File: src/rtl/mixmul_pkg.sv
package mixmul_pkg;
  parameter int OPW   = 16;
  parameter int LITW  = 5;
  parameter int BYTEW = 8;
  parameter int COREW = OPW + 1;
  parameter int PRODW = 2 * OPW;

  typedef enum logic [2:0] {
    MD_SS   = 3'd0,
    MD_UU   = 3'd1,
    MD_US   = 3'd2,
    MD_SU   = 3'd3,
    MD_LITU = 3'd4,
    MD_LITS = 3'd5,
    MD_BYTE = 3'd6,
    MD_RSVD = 3'd7
  } mul_mode_e;
endpackage

File: src/rtl/mixmul_widen.sv
// Extends an IN_W-bit operand to OUT_W bits, sign or zero fill per request.
module mixmul_widen #(
  parameter int IN_W  = 16,
  parameter int OUT_W = 17
) (
  input  logic [IN_W-1:0]         din,
  input  logic                    is_signed,
  output logic signed [OUT_W-1:0] dout
);
  localparam int FILL_W = OUT_W - IN_W;

  logic fill_bit;
  assign fill_bit = is_signed & din[IN_W-1];

  generate
    if (FILL_W > 0) begin : g_fill
      assign dout = {{FILL_W{fill_bit}}, din};
    end else begin : g_pass
      assign dout = din;
    end
  endgenerate
endmodule

File: src/rtl/mixmul_core.sv
// Shared signed array; both inputs are already widened.
module mixmul_core #(
  parameter int W     = 17,
  parameter int OUT_W = 32
) (
  input  logic signed [W-1:0]     a,
  input  logic signed [W-1:0]     b,
  output logic signed [OUT_W-1:0] p
);
  logic signed [OUT_W-1:0] a_x, b_x;
  assign a_x = OUT_W'(a);
  assign b_x = OUT_W'(b);
  assign p   = a_x * b_x;
endmodule

File: src/rtl/mixmul_select.sv
// Picks the raw operands and the signedness of each for the current mode.
module mixmul_select
  import mixmul_pkg::*;
(
  input  mul_mode_e          mode,
  input  logic [OPW-1:0]     opa,
  input  logic [OPW-1:0]     opb,
  input  logic [LITW-1:0]    lit,
  output logic [OPW-1:0]     sel_a,
  output logic [OPW-1:0]     sel_b,
  output logic               a_sgn,
  output logic               b_sgn
);
  localparam int LIT_PAD  = OPW - LITW;
  localparam int BYTE_PAD = OPW - BYTEW;

  always_comb begin
    sel_a = opa;
    sel_b = opb;
    a_sgn = 1'b0;
    b_sgn = 1'b0;
    unique case (mode)
      MD_SS: begin
        a_sgn = 1'b1;
        b_sgn = 1'b1;
      end
      MD_UU: ;
      MD_US: b_sgn = 1'b1;
      MD_SU: a_sgn = 1'b1;
      MD_LITU: sel_b = {{LIT_PAD{1'b0}}, lit};
      MD_LITS: begin
        a_sgn = 1'b1;
        sel_b = {{LIT_PAD{1'b0}}, lit};
      end
      MD_BYTE: begin
        sel_a = {{BYTE_PAD{1'b0}}, opa[BYTEW-1:0]};
        sel_b = {{BYTE_PAD{1'b0}}, opb[BYTEW-1:0]};
      end
      default: begin
        sel_a = '0;
        sel_b = '0;
      end
    endcase
  end
endmodule

File: src/rtl/mixmul_unit.sv
module mixmul_unit
  import mixmul_pkg::*;
(
  input  logic             clk,
  input  logic             rst,
  input  logic             start,
  input  logic [2:0]       mode,
  input  logic [OPW-1:0]   opa,
  input  logic [OPW-1:0]   opb,
  input  logic [LITW-1:0]  lit,
  output logic [PRODW-1:0] product,
  output logic             valid
);
  mul_mode_e             mode_e;
  logic [OPW-1:0]        sel_a, sel_b;
  logic                  a_sgn, b_sgn;
  logic signed [COREW-1:0] wa, wb;
  logic signed [PRODW-1:0] p_comb;

  assign mode_e = mul_mode_e'(mode);

  mixmul_select u_sel (
    .mode  (mode_e),
    .opa   (opa),
    .opb   (opb),
    .lit   (lit),
    .sel_a (sel_a),
    .sel_b (sel_b),
    .a_sgn (a_sgn),
    .b_sgn (b_sgn)
  );

  mixmul_widen #(.IN_W(OPW), .OUT_W(COREW)) u_wa (
    .din (sel_a), .is_signed (a_sgn), .dout (wa)
  );

  mixmul_widen #(.IN_W(OPW), .OUT_W(COREW)) u_wb (
    .din (sel_b), .is_signed (b_sgn), .dout (wb)
  );

  mixmul_core #(.W(COREW), .OUT_W(PRODW)) u_core (
    .a (wa), .b (wb), .p (p_comb)
  );

  always_ff @(posedge clk) begin
    if (rst) begin
      product <= '0;
      valid   <= 1'b0;
    end else begin
      valid <= start;
      if (start) product <= p_comb;
    end
  end
endmodule

File: config.mk
export PLATFORM = sky130hd
export DESIGN_NAME = mixmul_unit
export DESIGN_NICKNAME = d
export VERILOG_FILES = /design/src/rtl/mixmul_pkg.sv /design/src/rtl/mixmul_widen.sv /design/src/rtl/mixmul_core.sv /design/src/rtl/mixmul_select.sv /design/src/rtl/mixmul_unit.sv
export SDC_FILE = /design/constraint.sdc
export NUM_CORES = 1
export LEC_CHECK = 0
export CAP_MARGIN = 20
export CORE_MARGIN = 4
export CORE_UTILIZATION = 55
export DETAILED_ROUTE_END_ITERATION = 6
export GPL_TIMING_DRIVEN = 0
export PLACE_DENSITY_LB_ADDON = 0.05
export SLEW_MARGIN = 15
export SYNTH_ARGS = -nofsm -noshare
export SYNTH_HDL_FRONTEND = slang
export SYNTH_HIERARCHICAL = 1
export SYNTH_SLANG_ARGS = --single-unit
File: constraint.sdc
create_clock -name clk -period 9.3 [get_ports clk]
set_input_delay 2.325 -clock clk [delete_from_list [all_inputs] [get_ports clk]]
set_output_delay 2.325 -clock clk [all_outputs]
set_load 0.05 [all_outputs]
After elaboration in Yosys (flattened, before gate mapping):

Cells that the tools add are included.

* word-level logic and storage cells: 21
* input port bits: 43
* output and inout port bits: 33
* register bits: 33

* bitwise logic cells: 2
* multiply operators: 1
* reductions and logical operators: 6
* multiplexer cells: 4
* equal/unequal tests: 6

Operator list (number)
* case mux 16 bit (3 select lines): 1
* multiplier 17 x 17 -> 32 bit: 1
* case mux 16 bit (2 select lines): 1
* == test 3 bit (second input constant): 3
* == test 3 x 2 -> 1 bit (second input constant): 2
* OR reduction 6 bit: 1
* OR reduction 2 bit: 2
* OR reduction 4 bit: 1
* == test 3 x 1 -> 1 bit (second input constant): 1
* zero test 3 bit: 1
* OR reduction 3 bit: 1
* bitwise AND 1 bit: 2
* 2-to-1 mux 1 bit: 2

Longest topological paths before layout:

* word-level depth: 5
* gate-level depth with buffers: 30
* depth with buffers taken out: 27

Cells and area by module:

Netlist, hierarchy kept.

Modules (own cells, without submodules)
* mixmul_core: cells an instance 1143, area an instance 10442.5 um^2, sequential area each 0.0 um^2, instances 1
* mixmul_unit: cells an instance 106, area an instance 1202.4 um^2, sequential area each 660.6 um^2, instances 1
* mixmul_select: cells an instance 42, area an instance 286.5 um^2, sequential area each 0.0 um^2, instances 1
* mixmul_widen: cells an instance 18, area an instance 133.9 um^2, sequential area each 0.0 um^2, instances 2

Worst setup path before layout:

No wires, ideal clock.

* path kind: input-to-reg
* start point: input port mode[2]
* end point: register product[31]
* stages on the path: 25
* path buffers: 3
* arrival time: 8.203 ns
* library setup time: 0.119 ns
* required time: 9.181 ns
* setup slack: 0.978 ns
* cell sequence: buf_2 nand3_1 o21ai_0 and2_1 buf_4 clkbuf_1 nand2_1 inv_1 fa_1 fa_1 fa_1 fa_1 fa_1 fa_1 ha_1 a21o_1 a21o_1 a21oi_1 o21ai_0 a21o_1 a31oi_1 o21ai_1 xnor2_1 mux2i_1 nor2_1

* word-level cells in the longest chain between the ends: 5
* elaborated cells between the ends (all ways): 19
* those cells by class: mul: 1; eq/ne: 6; mux: 4; bitwise: 2; reduce/logical: 6

RTL lines
* start: declaration: RTL line mixmul_unit.sv:7 `input logic [2:0] mode,`
* == test 3 x 2 -> 1 bit, or another cell as far along: RTL line mixmul_select.sv:22 `unique case (mode)`
* OR reduction 3 bit (no source line) (*)
* 2-to-1 mux 1 bit (*): RTL line mixmul_select.sv:22
* named net a_sgn: RTL line mixmul_unit.sv:16 `logic a_sgn, b_sgn;`
* bitwise AND 1 bit (*): RTL line mixmul_widen.sv:13 `assign fill_bit = is_signed & din[IN_W-1];`
* named net u_wa.fill_bit: RTL line mixmul_widen.sv:12 `logic fill_bit;`
* multiplier 17 x 17 -> 32 bit (*): RTL line mixmul_core.sv:13 `assign p = a_x * b_x;`
* named net p_comb[31]: RTL line mixmul_unit.sv:18 `logic signed [PRODW-1:0] p_comb;`
* end signal: assignment: RTL line mixmul_unit.sv:51 `if (start) product <= p_comb;`
* end: declaration: RTL line mixmul_unit.sv:11 `output logic [PRODW-1:0] product,`

Mark *: on every way through the listed nets, which the timed path passes. The rest lies on a longest branch.
A chain may end at the register's enable or synchronous reset.

Worst setup path in the final report:

* start point: input port mode[1]
* end point: register product[30]

* elaborated cells between the ends (all ways): 19
* those cells by class: mul: 1; eq/ne: 6; mux: 4; bitwise: 2; reduce/logical: 6

RTL lines
* == test 3 x 1 -> 1 bit, or another cell as far along: RTL line mixmul_select.sv:22
* OR reduction 4 bit (no source line) / OR reduction 2 bit (equally long branches)
* case mux 16 bit (3 select lines) (*): RTL line mixmul_select.sv:22
* named net sel_b[4]: RTL line mixmul_unit.sv:15 `logic [OPW-1:0] sel_a, sel_b;`
* multiplier 17 x 17 -> 32 bit (*): RTL line mixmul_core.sv:13
* named net p_comb[30]: RTL line mixmul_unit.sv:18

Marks and branches as above.

==> impl_metrics.py <==
metrics = {
    "floorplanning": {
        "die-height_microns": 157,
        "start_util": 0.559,
        "ioPinCount": 76,
        "fp.dieArea_sq_um": 24600,
        "core_sq_um": 21800,
        "fp-row-count": 54,
        "die_x_microns": 157,
    },
    "sta": {
        "maxSlewViolCount": 0,
        "setup_viol": 0,
        "max_freq_mhz": 112,
        "finalCriticalPeriod_ps": 8930,
        "worst_slack_ps": 366,
        "period_share": 0.961,
        "slew_headroom": 0.601,
        "skew_ps": 0,
        "worst_pin_slew_ps": 598,
        "finalHoldViolCount": 0,
    },
    "finish": {
        "antenna_cells": 0,
        "layout-drive-gt1-share": 0.0707,
        "fin_nets": 1806,
        "regArea_sq_um": 661,
        "multi_input_area_sq_um": 9940,
        "fill_cells": 1980,
        "area_delta_synth_final_pct": 10.3,
        "stdcell_count": 1680,
    },
    "yosys": {
        "synth_ff_type": "dfxtp_1",
        "synth_area_leaders": "fa_1 (46%), inv_1 (9.4%), ha_1 (8.4%)",
        "seq_area_frac_synth": 0.0542,
        "yosysUniqueCellTypes": 50,
        "async_reset_ff_frac": 0,
        "synth_area_sq_um": 12200,
        "yosys.area.top_type": "fa_1",
        "syn_nets": 1734,
        "netlist_instances": 1327,
        "avgSynthCellArea_sq_um": 9.19,
        "synth-seq-cells": 33,
        "synth-edff-count": 0,
        "synth.top_cell.area_share": 0.463,
        "ys_warn_count": 6,
    },
    "detailed_routing": {
        "post_drt_via_cell_ratio": 5.16,
        "drt_wl_total_mm": 28.8,
        "ant_nets": 0,
        "drc": 0,
        "via_count": 8669,
        "wl_per_cell_microns": 17.1,
        "drtIter0Drc": 404,
        "first_pass_iters": 5,
    },
    "setup_path": {
        "path_class": "in2reg",
        "path_max_fanout": 10,
        "slowest_delay_ps": 590,
        "path_buf_inv": 7,
        "end_kind": "flop",
        "crit_path_start_kind": "input port",
        "crit_slowest_cell": "clkdlybuf4s50_1",
        "path_common_cell": "fa_1",
        "critPathArrivalTime_ps": 9100,
        "cp_top_family": "adder cells",
        "required_ps": 9470,
    },
    "placed_design": {
        "place_inst": 1680,
        "io_buffers": 73,
        "gp_congestion": 0.984,
        "dpl_worst_slack_ps": -737,
        "hpwl_mm": 25.7,
    },
    "clock_network": {
        "h-tree-depth": 2,
        "cts_buffers": 5,
        "cts_buffer_depth": 2,
        "clk-insertion-delay-late_ps": 280,
        "cts_tree": "built",
        "clock_sinks": 33,
        "clk_pin_slew_ps": 60,
        "cts_hold_buf": 0,
        "cts_root_buffer": "clkbuf_16",
    },
    "global_route": {
        "grt_max_degree": 18,
        "grt_pass1_wl_mm": 48.9,
        "grt-ovfl-total": 0,
        "antenna_found_initial": 0,
        "grt_use_total": 0.255,
        "grt_pass1_vias": 9399,
    },
    "power": {
        "p_sw_frac": 0.536,
        "seqPwrFrac": 0.063,
        "clkPwrFrac": 0.049,
        "power_frac_comb": 0.888,
        "power.leakage_nw": 6.85,
        "irDropWorstVdd_mv": 0.227,
        "p_total_mw": 3.27,
        "power_density_nw_per_um2": 243,
        "switchingPower_mw": 1.75,
        "p_int_mw": 1.52,
    },
    "job": {
        "cap_violations": 0,
    },
    "min_path": {
        "hp-class": "reg2reg",
    },
    "run_status": {
        "outcome": "complete, no violations",
    },
}
cell usage after synthesis, drive strengths merged, types with 2 or more instances:
cell type    n
o211ai       3
and2b        2
nand2b      14
o2111ai      2
o21bai       2
a21o         7
nor2b       10
xor2        11
ha          82
clkbuf      35
mux2i       32
fa         282
dfxtp       33
inv        305
a21oi       21
a31oi        3
nand2      140
a22o         5
nor3         3
o31ai        2
and2       165
o21ai       16
xnor2       32
a211oi       2
nand3        6
nand4        3
buf         43
a211o        2
nor2        57
tightest hold or removal path, stage by stage (launching register included):
cell and delay, ps:
dfxtp_1 320, mux2i_1 60, nor2_1 70
per-layer routing:
metal / part of all wire / up-vias / wire, microns / track usage
li1: - / 3990 / - / -
met1: 0.40 / 4422 / 11600 / 0.336
met2: 0.53 / 204 / 15100 / 0.450
met3: 0.036 / 53 / 1050 / 0.0234
met4: 0.035 / 0 / 1020 / 0.0802
met5: 0 / - / 0 / 0
cell type report:
type / count / area share
Multi-Input combinational cell: 911 / 0.738
Inverter: 305 / 0.0851
Timing Repair Buffer: 76 / 0.0562
Sequential cell: 33 / 0.0491
Buffer: 67 / 0.0347
Tap cell: 280 / 0.0260
Clock buffer: 5 / 0.00930
Clock inverter: 3 / 0.00130
registers in the layout (all words and copies together), names as in the netlist:
name,flops
valid,1
product,32
logic make-up (layout without fill, tap and decap cells):
group / Yosys count / after routing / synth area share
adder cells (fa/ha/maj): 364 / 364 / 0.547
AND/OR/NAND/NOR: 401 / 401 / 0.166
XOR/XNOR: 43 / 43 / 0.0309
buffers and inverters: 383 / 456 / 0.134
multiplexers: 32 / 32 / 0.0263
flip-flops: 33 / 33 / 0.0542
AO/OA/AOI/OAI: 71 / 71 / 0.0423
cell usage in the layout (no fill, tap or decap), drive strengths merged, types with 5 or more instances in the layout:
cell type / count
nand3: 6
clkbuf: 29
o21ai: 16
clkdlybuf4s50: 72
xor2: 11
nand2b: 14
xnor2: 32
a21oi: 21
nor2: 57
a22o: 5
and2: 165
buf: 46
inv: 305
mux2i: 32
a21o: 7
fa: 282
dfxtp: 33
nor2b: 10
ha: 82
nand2: 140
power by group through the flow:
stage          combinational (mW)  sequential (mW)  clock, mW
2_1_floorplan                2.07            0.343          0
3_3_place_gp                 2.85            0.208          0
3_5_place_dp                 2.89            0.209          0
4_1_cts                      2.94            0.207      0.165
5_1_grt                      3.32            0.212      0.172
6_report                     2.90            0.206      0.161
per-stage QoR:
step | TNS, ps | hold slack (ps) | area (sq um) | utilization
6_report | 0 | 489 | 13500 | 0.617
5_1_grt | -1.26 | 525 | 13500 | 0.617
4_1_cts | 0 | 498 | 13400 | 0.615
3_5_place_dp | -4020 | 483 | 13300 | 0.609
3_3_place_gp | -3840 | 474 | 13300 | 0.609
2_1_floorplan | 0 | 737 | 12200 | -
path summary, 6_finish.rpt:
kind	startpoint	to	slack, ps	depth (start not counted)
hold reg to reg	product[20]$_SDFFE_PP0P_	product[20]$_SDFFE_PP0P_	490	2
hold / removal	product[20]$_SDFFE_PP0P_	product[20]$_SDFFE_PP0P_	490	2
setup reg to reg	product[3]$_SDFFE_PP0P_	product[3]$_SDFFE_PP0P_	8690	2
setup / recovery	mode[1]	product[30]$_SDFFE_PP0P_	370	27
timing repair:
item	CTS	global route
gates resized for setup	4	34
pin swaps	1	2
setup buffers	2	1
setup endpoints to repair	7	12
Power figures use the tool's default switching activity.
